`src/rtl/rps_pkg.sv`:
```
package rps_pkg;
  function automatic int unsigned phase_w(input int unsigned m);
    return (m > 1) ? $clog2(m) : 1;
  endfunction
endpackage

```
`src/rtl/rps_phase_ctr.sv`:
```
module rps_phase_ctr #(
  parameter int unsigned N_OUT = 5,
  parameter int unsigned CNT_W = rps_pkg::phase_w(N_OUT)
) (
  input  logic             clk_i,
  input  logic             rst_ni,
  input  logic             slot_i,
  output logic [CNT_W-1:0] phase_o
);
  localparam logic [CNT_W-1:0] LAST = CNT_W'(N_OUT - 1);

  logic [CNT_W-1:0] phase_q;

  always_ff @(posedge clk_i or negedge rst_ni) begin
    if (!rst_ni)     phase_q <= '0;
    else if (slot_i) phase_q <= (phase_q == LAST) ? '0 : phase_q + CNT_W'(1);
  end

  assign phase_o = phase_q;
endmodule

```
`src/rtl/rps_lane_sel.sv`:
```
module rps_lane_sel #(
  parameter int unsigned N_IN    = 4,
  parameter int unsigned N_OUT   = 5,
  parameter int unsigned OUT_IDX = 0,
  parameter int unsigned TAG_W   = 4,
  parameter int unsigned DATA_W  = 8,
  parameter int unsigned CNT_W   = rps_pkg::phase_w(N_OUT)
) (
  input  logic [CNT_W-1:0]       phase_i,
  input  logic [N_IN-1:0]        in_vld_i,
  input  logic [N_IN*TAG_W-1:0]  in_tag_i,
  input  logic [N_IN*DATA_W-1:0] in_data_i,
  output logic                   vld_o,
  output logic [TAG_W-1:0]       tag_o,
  output logic [DATA_W-1:0]      data_o
);
  localparam int unsigned SW = CNT_W + 1;
  localparam logic [SW-1:0] OIDX = SW'(OUT_IDX);
  localparam logic [SW-1:0] MOD  = SW'(N_OUT);

  logic [SW-1:0] src;

  // source input = (OUT_IDX - phase) mod N_OUT
  always_comb begin
    if ({1'b0, phase_i} <= OIDX) src = OIDX - {1'b0, phase_i};
    else                         src = OIDX + MOD - {1'b0, phase_i};
  end

  always_comb begin
    vld_o  = 1'b0;
    tag_o  = '0;
    data_o = '0;
    for (int g = 0; g < int'(N_IN); g++) begin
      if (src == SW'(g)) begin
        vld_o  = in_vld_i[g];
        tag_o  = in_tag_i[g*TAG_W +: TAG_W];
        data_o = in_data_i[g*DATA_W +: DATA_W];
      end
    end
  end
endmodule

```
`src/rtl/rot_perm_stage.sv`:
```
module rot_perm_stage #(
  parameter int unsigned N_IN   = 4,
  parameter int unsigned N_OUT  = 5,
  parameter int unsigned TAG_W  = 4,
  parameter int unsigned DATA_W = 8,
  parameter int unsigned CNT_W  = rps_pkg::phase_w(N_OUT)
) (
  input  logic                    clk_i,
  input  logic                    rst_ni,
  input  logic                    slot_i,
  input  logic [N_IN-1:0]         in_vld_i,
  input  logic [N_IN*TAG_W-1:0]   in_tag_i,
  input  logic [N_IN*DATA_W-1:0]  in_data_i,
  output logic [N_OUT-1:0]        out_vld_o,
  output logic [N_OUT*TAG_W-1:0]  out_tag_o,
  output logic [N_OUT*DATA_W-1:0] out_data_o,
  output logic [CNT_W-1:0]        phase_o
);
  if (N_OUT < N_IN) begin : g_bad_cfg
    $error("rot_perm_stage: N_OUT must be >= N_IN");
  end

  logic [CNT_W-1:0] phase;

  rps_phase_ctr #(.N_OUT(N_OUT), .CNT_W(CNT_W)) u_ctr (
    .clk_i   (clk_i),
    .rst_ni  (rst_ni),
    .slot_i  (slot_i),
    .phase_o (phase)
  );

  for (genvar o = 0; o < int'(N_OUT); o++) begin : g_lane
    rps_lane_sel #(
      .N_IN(N_IN), .N_OUT(N_OUT), .OUT_IDX(o),
      .TAG_W(TAG_W), .DATA_W(DATA_W), .CNT_W(CNT_W)
    ) u_sel (
      .phase_i   (phase),
      .in_vld_i  (in_vld_i),
      .in_tag_i  (in_tag_i),
      .in_data_i (in_data_i),
      .vld_o     (out_vld_o[o]),
      .tag_o     (out_tag_o[o*TAG_W +: TAG_W]),
      .data_o    (out_data_o[o*DATA_W +: DATA_W])
    );
  end

  assign phase_o = phase;
endmodule

```
`config.mk`:
```
export PLATFORM = sky130hd
export DESIGN_NAME = rot_perm_stage
export DESIGN_NICKNAME = d
export VERILOG_FILES = /design/src/rtl/rps_pkg.sv /design/src/rtl/rps_phase_ctr.sv /design/src/rtl/rps_lane_sel.sv /design/src/rtl/rot_perm_stage.sv
export SDC_FILE = /design/constraint.sdc
export NUM_CORES = 1
export LEC_CHECK = 0
export ABC_AREA = 1
export ABC_CLOCK_PERIOD_IN_PS = 2800
export BUFFER_PORTS_ARGS = -buffer_cell sky130_fd_sc_hd__buf_2
export CORE_AREA = 4 4 112 114
export DETAILED_ROUTE_END_ITERATION = 16
export DIE_AREA = 0 0 116 118
export GPL_ROUTABILITY_DRIVEN = 0
export HOLD_SLACK_MARGIN = 0.1
export PLACE_DENSITY = 0.52
export SLEW_MARGIN = 30
export SYNTH_ARGS = -nofsm -noshare
export SYNTH_HDL_FRONTEND = slang
export SYNTH_HIERARCHICAL = 1
export SYNTH_SLANG_ARGS = --single-unit
```
`constraint.sdc`:
```
create_clock -name clk_i -period 2.8 [get_ports clk_i]
set_input_delay 0.56 -clock clk_i [delete_from_list [all_inputs] [get_ports clk_i]]
set_output_delay 0.56 -clock clk_i [all_outputs]
set_load 0.01 [all_outputs]
```
# Word-level counts from Yosys, hierarchy flattened
# Index checks and enable logic that the tools add are counted.
# op_classes
n_reduce_logical	5
order_cmp	5
muxes	66
eq_ne	16
n_addsub	11
# op_table
op	count
two-way mux 8 bit	20
two-way mux 4 bit	25
== test 4 x 2 -> 1 bit, second input constant	10
== test 4 x 1 -> 1 bit, second input constant	5
zero test 4 bit	5
two-way mux 1 bit	20
subtractor 3 x 3 -> 4 bit, first input constant	4
subtractor 1 x 3 -> 4 bit, first input constant	2
subtractor 2 x 3 -> 4 bit, first input constant	2
subtractor 4 x 3 -> 4 bit, first input constant	2
less-or-equal comparator 3 x 1 -> 1 bit, second input constant	2
less-or-equal comparator 3 x 2 -> 1 bit, second input constant	2
adder 3 x 1 -> 3 bit, second input constant	1
== test 3 bit, second input constant	1
less-or-equal comparator 3 bit, second input constant	1
two-way mux 3 bit	1
# totals
ff_bits	3
output_inout_bits	68
wordCells	104

# Depth between registers and ports, before layout
# Gate-level depths: netlist of run 1.
# logic_depth
ltp_word	7
depth_mapped	14
mapped_depth_nobuf	13

# Hierarchy
# Netlist of run 1, hierarchy kept.
# by_module_without_submodules
mod	area_per_inst_um2	seq_area_each_um2	cells_per_inst	n_inst
rps_lane_sel (g_lane[2].u_sel)	714.4	0.0	140	1
rps_lane_sel (g_lane[4].u_sel)	660.6	0.0	109	1
rps_lane_sel (g_lane[3].u_sel)	638.1	0.0	98	1
rps_lane_sel (g_lane[0].u_sel)	625.6	0.0	106	1
rps_lane_sel (g_lane[1].u_sel)	584.3	0.0	99	1
rps_phase_ctr	160.2	75.1	20	1

# Worst setup path before layout of run 1
# OpenSTA, ideal clock, no wires.
# synth_path
path_type	reg-to-output
start	register u_ctr.phase_q[0], in the netlist u_ctr/phase_o[0]
end	output port out_data_o[7]
stages_incl_launch_ff	11
setup_slack_ns	0.079
required_time_ns	2.240
arrival_time_ns	2.161
path_cell_list	dfrtp_1 inv_1 ha_1 ha_1 buf_6 nand2_1 o21ai_1 a21oi_4 buf_6 nand3_1 nand4_1
# synth_between
elab_chain_len	7
word_cells_on_any_way	12
cone_classes	add/sub: 2; order compare: 1; eq/ne: 3; mux: 5; reduce/logical: 1
# synth_rtl
element	line_no	rtl
start: declaration	rps_phase_ctr.sv:12	logic [CNT_W-1:0] phase_q;
start signal: assignment	rps_phase_ctr.sv:16	else if (slot_i) phase_q <= (phase_q == LAST) ? '0 : phase_q + CNT_W'(1);
subtractor 3 x 3 -> 4 bit (tied with other cells)	rps_lane_sel.sv:26	else src = OIDX + MOD - {1'b0, phase_i};
two-way mux 4 bit (*)	rps_lane_sel.sv:25	if ({1'b0, phase_i} <= OIDX) src = OIDX - {1'b0, phase_i};
zero test 4 bit	rps_lane_sel.sv:34	if (src == SW'(g)) begin
two-way mux 8 bit (3 in series)	rps_lane_sel.sv:34	
two-way mux 8 bit (*)	rps_lane_sel.sv:34	
end: declaration	rot_perm_stage.sv:16	output logic [N_OUT*DATA_W-1:0] out_data_o,
# Every way passes the cells marked *; elsewhere a longest branch is shown, timed or not.

# Worst setup path after layout of run 1
# layout_path
start	register u_ctr.phase_q[1], in the netlist u_ctr/phase_o[1]
end	output port out_data_o[34]
# layout_between
elab_chain_len	7
word_cells_on_any_way	12
cone_classes	add/sub: 2; order compare: 1; eq/ne: 3; mux: 5; reduce/logical: 1
# layout_rtl
element	line_no
subtractor 4 x 3 -> 4 bit (tied with other cells)	rps_lane_sel.sv:26
two-way mux 4 bit (*)	rps_lane_sel.sv:25
zero test 4 bit	rps_lane_sel.sv:34
two-way mux 8 bit (3 in series)	rps_lane_sel.sv:34
two-way mux 8 bit (*)	rps_lane_sel.sv:34
# Marks and branches as above.

==> qor.yml, run 1 <==
status: "finished, final reports clean"
clk_latency_ns: 0.22
maxCapViolations: 0
cts_root_buf: "clkbuf_16"
ff2ff_path_depth: 6
largest_reg_flops: 3
ys_warn_count: 6
cts_tree: "built"
htreeDepth: 1
finalCritPeriodShare_pct: 99.7
crit_type: "flop to output port"
place_ws_ns: 0.0518
via_per_inst: 6.07
hold_class: "input pin to asynchronous set/reset pin"
grt_pass1_vias: 4310
fp.dieW_um: 116
r2r_start: "u_ctr/phase_o[1]$_DFFE_PN0P_"
cts_buffers: 3
crit_path_start_kind: "flop"
synth_area_um2: 3380
cp_data_required_time_ns: 2.24
dieArea_um2: 13700
most-common-layout-cells: "160 x nand3_1, 118 x buf_2, 115 x nand4_1"
startpoint: "u_ctr/phase_o[1]$_DFFE_PN0P_"
rrSetupSlack_ns: 1.47
ff_latch_area_um2: 78.8
die_h_um: 118
syn_inst: 572
cp-endpoint: "out_data_o[34]"
yosysTopAreaCellShare_pct: 23.7
yosysSeqAreaShare_pct: 2.22
routed_wl_mm: 17.3
cts_hold_buf: 0
syn2layout_area_growth_pct: 43.1
crit_fanout: 8
dr.pass1.iters: 7
num_antenna_cells: 0
grt_start_max_net_pins: 53
multiInputGateArea_um2: 3090
clock_path_buffers: 2
nets: 784
grt_overflow: 0
drv_slew: 0
avgSynthCellArea_um2: 5.91
hold_violations: 0
antenna_found_initial: 0
relSlewSlack_pct: 70.3
drc_errors: 0
grt_usage_pct: 21.6
synthTopCellsByArea: "nand3_1 24%, nand4_1 21%, nand2_1 12%"
rows: 39
ios: 123
core_area_um2: 11400
setup_slack_ns: 0.00831
max_slew.worst_pin.slew_ns: 0.444
ant_nets: 0
synth-seq-cells: 3
start_util_pct: 29.6
synth_nets: 645
rsz0062_at_grt: "true"
timing.fmax_ghz: 0.358
critPathArrivalTime_ns: 2.23
nFillCells: 1233
place_hpwl_mm: 11.7
crit_path_end_kind: "output port"
final_common_cell: "nand3_1"
synthDistinctLibCells: 29
yosysTopAreaCell: "nand3_1"
drt-initial-drc-count: 654
wl_per_cell_um: 20.3
vias: 5179
fin_crit_ns: 2.79
numPortBuffers: 122
clk_pin_slew_ns: 0.03
grt_pass1_wl_mm: 23.9
setup_tns_ns: 0
timing.rr.end: "u_ctr/phase_o[1]$_DFFE_PN0P_"
layout-drive-gt1-share_pct: 37.6
cts.sinks: 3
setup_violations: 0
finClkSkew_ns: 0.0000832
-- layout make-up --
class / count / area share [%]
Timing Repair Buffer: 173 / 25.5
Inverter: 47 / 3.77
Multi-Input combinational cell: 483 / 63.7
Tap cell: 143 / 3.70
Clock buffer: 4 / 1.63
Sequential cell: 3 / 1.63
-- through the flow --
stage	cell area (µm²)	hold WS [ns]	utilization (%)	cells
6_report	4840	0.133	42.4	853
3_3_place_gp	3980	0.361	34.8	813
2_1_floorplan	3380	0.264	-	572
5_1_grt	4840	0.137	42.4	853
3_5_place_dp	3980	0.364	34.8	813
4_1_cts	4210	0.131	36.9	826
-- routing by layer --
| metal | vias to the layer above | routed length [µm] | GRT usage (%) |
|---|---|---|---|
| met2 | 416 | 7590 | 35.0 |
| met1 | 2358 | 6860 | 30.4 |
| li1 | 2358 | - | - |
| met5 | - | 0 | 0 |
| met4 | 0 | 517 | 5.51 |
| met3 | 47 | 2340 | 1.75 |
-- synthesized netlist by cell type --
cell type and number:
nand2_2 11, ha_1 18, o21ai_4 1, buf_4 12, xor2_1 1, clkinv_2 1
nand2_4 11, nor2_1 10, buf_6 26, inv_2 7, nand4_1 115, or2_1 1
xnor2_1 1, clkbuf_8 1, nor2_2 7, o21ai_1 11, nand2_1 110, nor2_4 6
a21oi_1 1, a21oi_4 1, o21ai_0 4, nor3_4 1, inv_4 1, o21ai_2 1
dfrtp_1 3, nand3_2 2, buf_2 10, inv_1 38, nand3_1 160
-- worst min-delay path by stage --
stage,slack (ns),startpoint,endpoint
after floorplan,0.26,rst_ni,u_ctr/phase_o[0]$_DFFE_PN0P_
after global placement,0.36,rst_ni,u_ctr/phase_o[2]$_DFFE_PN0P_
after detailed placement,0.36,rst_ni,u_ctr/phase_o[2]$_DFFE_PN0P_
after CTS,0.13,rst_ni,u_ctr/phase_o[2]$_DFFE_PN0P_
after global routing,0.14,rst_ni,u_ctr/phase_o[2]$_DFFE_PN0P_
final,0.13,rst_ni,u_ctr/phase_o[2]$_DFFE_PN0P_
-- logic make-up (layout without fill, tap and decap cells) --
kind of cell	Yosys count	count (layout)	share of synthesized area, %
adders and majority gates	18	18	6.66
AOI/OAI and AO/OA	19	19	3.59
buffers and inverters	96	224	18.5
DFF	3	3	2.22
xor gates and xnor gates	2	2	0.518
and+or+nand+nor	434	444	68.5
-- worst max-delay path: stages, from the launching register on --
cell	delay, ns
dfrtp_2	0.46
inv_1	0.15
ha_1	0.17
inv_1	0.07
ha_4	0.27
inv_1	0.07
nor2_4	0.14
nand2_8	0.16
nand2_4	0.15
nand3_1	0.08
nand4_1	0.14
buf_2	0.15
-- repair_timing --
action / 4_1_cts / 5_1_grt
buffers inserted: 8 / 13
resized for setup: 9 / 69
setup endpoints to repair: 52 / 55
pin swaps: 7 / 31
gates cloned: 1 / 14
Power of run 1 is not shown: default switching activity piles up to over one toggle a cycle in this logic, so the estimate is an artifact.
==> inputs of run 2 (changes only) <==
--- a/config.mk
+++ b/config.mk
@@ -6,16 +6,14 @@
 export NUM_CORES = 1
 export LEC_CHECK = 0
 export ABC_AREA = 1
-export ABC_CLOCK_PERIOD_IN_PS = 2800
 export BUFFER_PORTS_ARGS = -buffer_cell sky130_fd_sc_hd__buf_2
-export CORE_AREA = 4 4 112 114
+export CORE_AREA = 5 5 102 104
 export DETAILED_ROUTE_END_ITERATION = 16
-export DIE_AREA = 0 0 116 118
+export DIE_AREA = 0 0 107 109
 export GPL_ROUTABILITY_DRIVEN = 0
 export HOLD_SLACK_MARGIN = 0.1
-export PLACE_DENSITY = 0.52
+export PLACE_DENSITY = 0.54
 export SLEW_MARGIN = 30
 export SYNTH_ARGS = -nofsm -noshare
 export SYNTH_HDL_FRONTEND = slang
-export SYNTH_HIERARCHICAL = 1
 export SYNTH_SLANG_ARGS = --single-unit
==> run 2 against run 1 <==
Worst setup slack improved by 0.074 ns. Critical endpoint is now out_data_o[7]. Register-to-register slack worse by 0.12 ns. Critical path type unchanged. Routed wire length down 11%. Highest routed layer is now met5. Area after synthesis shrank 19%. Non-clock buffer count is 15 higher.
==> qor.yml, run 2 <==
cp_data_required_time_ns: 2.24
numPortBuffers: 122
clk_pin_slew_ns: 0.03
cts_root_buf: "clkbuf_8"
r2r_start: "u_ctr.phase_o[1]$_DFFE_PN0P_"
finalCritPeriodShare_pct: 97.0
synth_nets: 567
placed_cells: 721
synth_mux_area_share_pct: 0
met3_length_mm: 1.87
ff2ff_path_depth: 5
dr.pass1.iters: 6
fin_crit_ns: 2.72
avgSynthCellArea_um2: 5.54
synth-seq-cells: 3
nets: 710
synth_xor_area_share_pct: 1.23
wl_per_cell_um: 20.4
nFillCells: 1008
synth_common_cells: "257 x nand3_1, 66 x nand4_1, 46 x nand2_1"
ios: 123
synth_fa_ha_area_share_pct: 7.28
synth_most_common_cell: "nand3_1"
wl_met1_mm: 5.77
synth_area_um2: 2750
drt-initial-drc-count: 557
num_antenna_cells: 0
synth_simple_gate_area_share_pct: 72.6
synth_top_flop_cell: "dfrtp_1"
dieArea_um2: 11700
synthTopCellsByArea: "nand3_1 47%, nand4_1 15%, ha_1 7.3%"
crit_fanout: 26
cts.sinks: 3
grt_pass1_wl_mm: 20.8
fin_util_pct: 45.2
die_h_um: 109
crit_path_end_kind: "output port"
drc_errors: 0
drv_slew: 0
timing.fmax_ghz: 0.368
cts_buffers: 3
hold_class: "input pin to asynchronous set/reset pin"
rows: 36
multiInputGateArea_um2: 2540
start_util_pct: 29.1
via_per_inst: 6.26
wl_met2_mm: 6.96
rsz0062_at_grt: "true"
yosysSeqAreaShare_pct: 2.73
synth_top_family_by_area: "simple AND/OR/NAND/NOR gates"
ys_warn_count: 0
ant_nets: 0
timing.rr.end: "u_ctr.phase_o[0]$_DFFE_PN0P_"
crit_path_start_kind: "flop"
most-common-layout-cells: "255 x nand3_1, 123 x buf_2, 66 x nand4_1"
synth_edf_count: 0
grt_pass1_vias: 3971
grt_usage_pct: 22.0
hold_violations: 0
syn_inst: 496
relSlewSlack_pct: 75.2
setup_violations: 0
synthDistinctLibCells: 28
max_slew.worst_pin.slew_ns: 0.371
rrSetupSlack_ns: 1.35
syn2layout_area_growth_pct: 55.4
setup_slack_ns: 0.0828
antenna_found_initial: 1
top_layer_used: "met5"
ff_latch_area_um2: 77.6
synth-compound-area-share_pct: 2.91
finClkSkew_ns: 0.000581
grt_start_max_net_pins: 53
vias: 4706
maxCapViolations: 0
final_common_cell: "nand3_1"
largest_reg_flops: 3
place_ws_ns: 0.0365
routed_wl_mm: 15.3
yosysTopAreaCellShare_pct: 46.8
clock_path_buffers: 2
htreeDepth: 1
cts_tree: "built"
crit_type: "flop to output port"
fp.dieW_um: 107
grt_overflow: 0
critPathArrivalTime_ns: 2.16
fin_cells: 752
place_hpwl_mm: 10.5
status: "finished, final reports clean"
ys_async_sr_fraction_pct: 100
layout-drive-gt1-share_pct: 38.7
clk_latency_ns: 0.21
core_area_um2: 9460
yosysTopAreaCell: "nand3_1"
==> run 2: cell types whose count changed after synthesis, moves of 6 or more <==
cell,change
o21ai_1,-10
buf_2,+19
nand2_4,-11
nand2_2,-10
inv_1,-20
nand4_1,-49
nor2_4,-6
nand2_1,-64
buf_6,-25
nand3_1,+97
clkbuf_1,+6
==> run 2: kinds of logic after synthesis <==
family | count (synthesis)
AND/OR/NAND/NOR | 392
XOR/XNOR | 3
adder cells (fa/ha/maj) | 16
buffers and inverters | 71
flip-flops | 3
AO/OA/AOI/OAI | 11
==> run 2: timing repair <==
item | in CTS | in global routing
endpoints found under the setup margin | 48 | 65
hold buffers | 0 | 0
setup buffers | 0 | 10
gates resized for setup | 12 | 66
gates cloned | 0 | 17
pin swaps | 0 | 16
==> run 2: layout make-up <==
cell class / count / area share [%]
clock buffer: 4 / 1.05
inverter: 21 / 1.90
sequential: 3 / 1.82
tap: 114 / 3.34
timing repair buffer: 188 / 32.5
multi-input combinational: 422 / 59.4
==> run 2: metal layers <==
layer / global-route usage [%] / vias up
met5: 0 / -
met4: 9.22 / 2
met3: 3.26 / 60
met2: 37.5 / 363
met1: 27.6 / 2150
li1: - / 2131
==> run 2: worst max-delay path by stage <==
stage,start,endpoint,slack [ns],cells after the start
final,u_ctr.phase_o[1]$_DFFE_PN0P_,out_data_o[7],0.08,11
after global placement,u_ctr.phase_o[0]$_DFFE_PN0P_,out_tag_o[17],0.06,11
after global routing,u_ctr.phase_o[0]$_DFFE_PN0P_,out_data_o[19],-0.04,12
after floorplan,u_ctr.phase_o[1]$_DFFE_PN0P_,out_vld_o[0],0.06,8
after detailed placement,u_ctr.phase_o[0]$_DFFE_PN0P_,out_tag_o[3],0.04,10
after CTS,u_ctr.phase_o[1]$_DFFE_PN0P_,out_tag_o[3],0.002,11
==> run 2: per-stage QoR <==
step	setup TNS, ns	hold slack [ns]	area, µm²
final	0	0.135	4270
after global routing	-0.340	0.127	4270
after CTS	0	0.133	3690
after detailed placement	0	0.359	3590
after global placement	0	0.359	3590
after floorplan	0	0.264	2750
==> run 2: critical path, cell delays in order (launching register included) <==
cell       delay (ns)
dfrtp_2          0.43
inv_2            0.10
ha_4             0.17
inv_1            0.07
ha_4             0.20
inv_1            0.05
nand4_1          0.15
o31ai_4          0.15
clkbuf_16        0.27
nand3_1          0.08
nand4_1          0.12
buf_2            0.14
Power of run 2 is left out for the same reason.
==> inputs of run 3 (changes only) <==
--- a/config.mk
+++ b/config.mk
@@ -8,6 +8,7 @@
 export ABC_AREA = 1
 export BUFFER_PORTS_ARGS = -buffer_cell sky130_fd_sc_hd__buf_2
 export CORE_AREA = 5 5 102 104
+export CTS_BUF_LIST = sky130_fd_sc_hd__clkbuf_16
 export DETAILED_ROUTE_END_ITERATION = 16
 export DIE_AREA = 0 0 107 109
 export GPL_ROUTABILITY_DRIVEN = 0
==> run 3 against run 2 <==
Cell count rose by 0.93%. Routed wire length rose by 2.3%. Critical path depth rose by 1. Critical endpoint is now out_data_o[0].
==> qor.yml, run 3 (same netlist as run 2, synthesis figures left out) <==
status: "finished, final reports clean"
cp_data_required_time_ns: 2.24
worst_path_max_delay_cell: "dfrtp_2"
drc_errors: 0
setup_violations: 0
wl_per_cell_um: 20.7
antenna_found_initial: 1
cts_buffers: 3
timing.fmax_ghz: 0.363
htreeDepth: 1
grt_use_met1_pct: 27.6
setup_tns_ns: 0
critPathArrivalTime_ns: 2.20
place_hpwl_mm: 10.5
cts_tree: "built"
hold_class: "input pin to asynchronous set/reset pin"
drv_slew: 0
crit_type: "flop to output port"
final_common_cell: "nand3_1"
cts.sinks: 3
crit_fanout: 13
drt-initial-drc-count: 617
nFillCells: 992
crit_path_start_kind: "flop"
vias: 4763
layout-drive-gt1-share_pct: 41.1
maxCapViolations: 0
critPathMaxStageDelay_ns: 0.45
fin_crit_ns: 2.76
rsz0062_at_grt: "true"
grt_pass1_vias: 3977
grt_usage_pct: 22.0
clk_pin_slew_ns: 0.03
finalCritPeriodShare_pct: 98.5
clk_latency_ns: 0.22
grt_start_max_net_pins: 53
top_usage_layer: "met2"
fp.dieW_um: 107
core_area_um2: 9460
cp_top_family: "buffers and inverters"
start_util_pct: 29.1
die_h_um: 109
via_per_inst: 6.28
use_met3_pct: 3.26
syn2layout_area_growth_pct: 60.9
largest_reg_flops: 3
relSlewSlack_pct: 77.5
placed_cells: 721
gr-usage-met2_pct: 37.6
cts_hold_buf: 0
fin_util_pct: 46.8
ios: 123
routed_wl_mm: 15.7
hold_violations: 0
clock_path_buffers: 2
grt_pass1_wl_mm: 20.8
crit_path_end_kind: "output port"
rows: 36
ant_nets: 0
cp_cell_sequence: "inv_4 -> ha_4 -> inv_1 -> ha_4 -> inv_1 -> nand4_1 -> o31ai_4 -> buf_6 -> clkbuf_16 -> nand3_1 -> nand4_1 -> buf_2"
path_buf_inv: 6
num_antenna_cells: 0
nets: 717
numPortBuffers: 122
cts_root_buf: "clkbuf_16"
grt_overflow: 0
fin_cells: 759
dieArea_um2: 11700
finClkSkew_ns: 0.000161
dr.pass1.iters: 6
max_slew.worst_pin.slew_ns: 0.336
most-common-layout-cells: "255 x nand3_1, 124 x buf_2, 66 x nand4_1"
run 3: cell count changes in the layout (fill, tap and decap cells not counted), moves of 2 or more:
cell,delta
ha_2,+6
nand2_1,-6
clkbuf_16,+5
ha_1,-4
nand2_2,+4
clkbuf_8,-3
buf_4,+2
buf_6,+2
ha_4,-2
nand2_4,+2
run 3: worst paths after layout:
path / depth (start not counted) / end / from / slack (ns)
max: 12 / out_data_o[0] / u_ctr.phase_o[0]$_DFFE_PN0P_ / 0.04
min: 1 / u_ctr.phase_o[1]$_DFFE_PN0P_ / rst_ni / 0.13
max reg2reg: 5 / u_ctr.phase_o[0]$_DFFE_PN0P_ / u_ctr.phase_o[1]$_DFFE_PN0P_ / 1.33
min reg2reg: 2 / u_ctr.phase_o[0]$_DFFE_PN0P_ / u_ctr.phase_o[0]$_DFFE_PN0P_ / 0.70
max in group asynchronous: 1 / u_ctr.phase_o[0]$_DFFE_PN0P_ / rst_ni / 2.55
min in group clk_i: 2 / u_ctr.phase_o[1]$_DFFE_PN0P_ / slot_i / 0.56
run 3: final cells by class:
class	instances	area, µm²	area share [%]
clock buffers	3	75.1	1.70
flip-flops and latches	3	76.3	1.73
well taps	114	143	3.22
inverters	21	83.8	1.90
multi-input cells	422	2560	57.9
repair buffers	195	1480	33.5
clock inverters	1	3.75	0.0849
run 3: routing by layer:
layer | vias to the layer above | wire (µm)
met3 | 73 | 1890
met5 | - | 13
met4 | 2 | 845
li1 | 2138 | -
met1 | 2171 | 5920
met2 | 379 | 7020
run 3: what timing repair did:
action | 4_1_cts | 5_1_grt
pin swaps | 0 | 19
endpoints found under the setup margin | 48 | 65
endpoints found under the hold margin | 0 | 0
cloned | 0 | 20
buffers inserted | 1 | 13
gates resized for setup | 12 | 81
run 3: stage by stage:
stage	area [µm²]	worst slack (ns)	hold WS, ns
global route	4420	-0.0575	0.124
detailed placement	3590	0.0365	0.359
finish	4420	0.0424	0.127
CTS	3740	0.00354	0.127
global placement	3590	0.0572	0.359
floorplan	2750	0.0564	0.264
Power of run 3 is left out for the same reason.
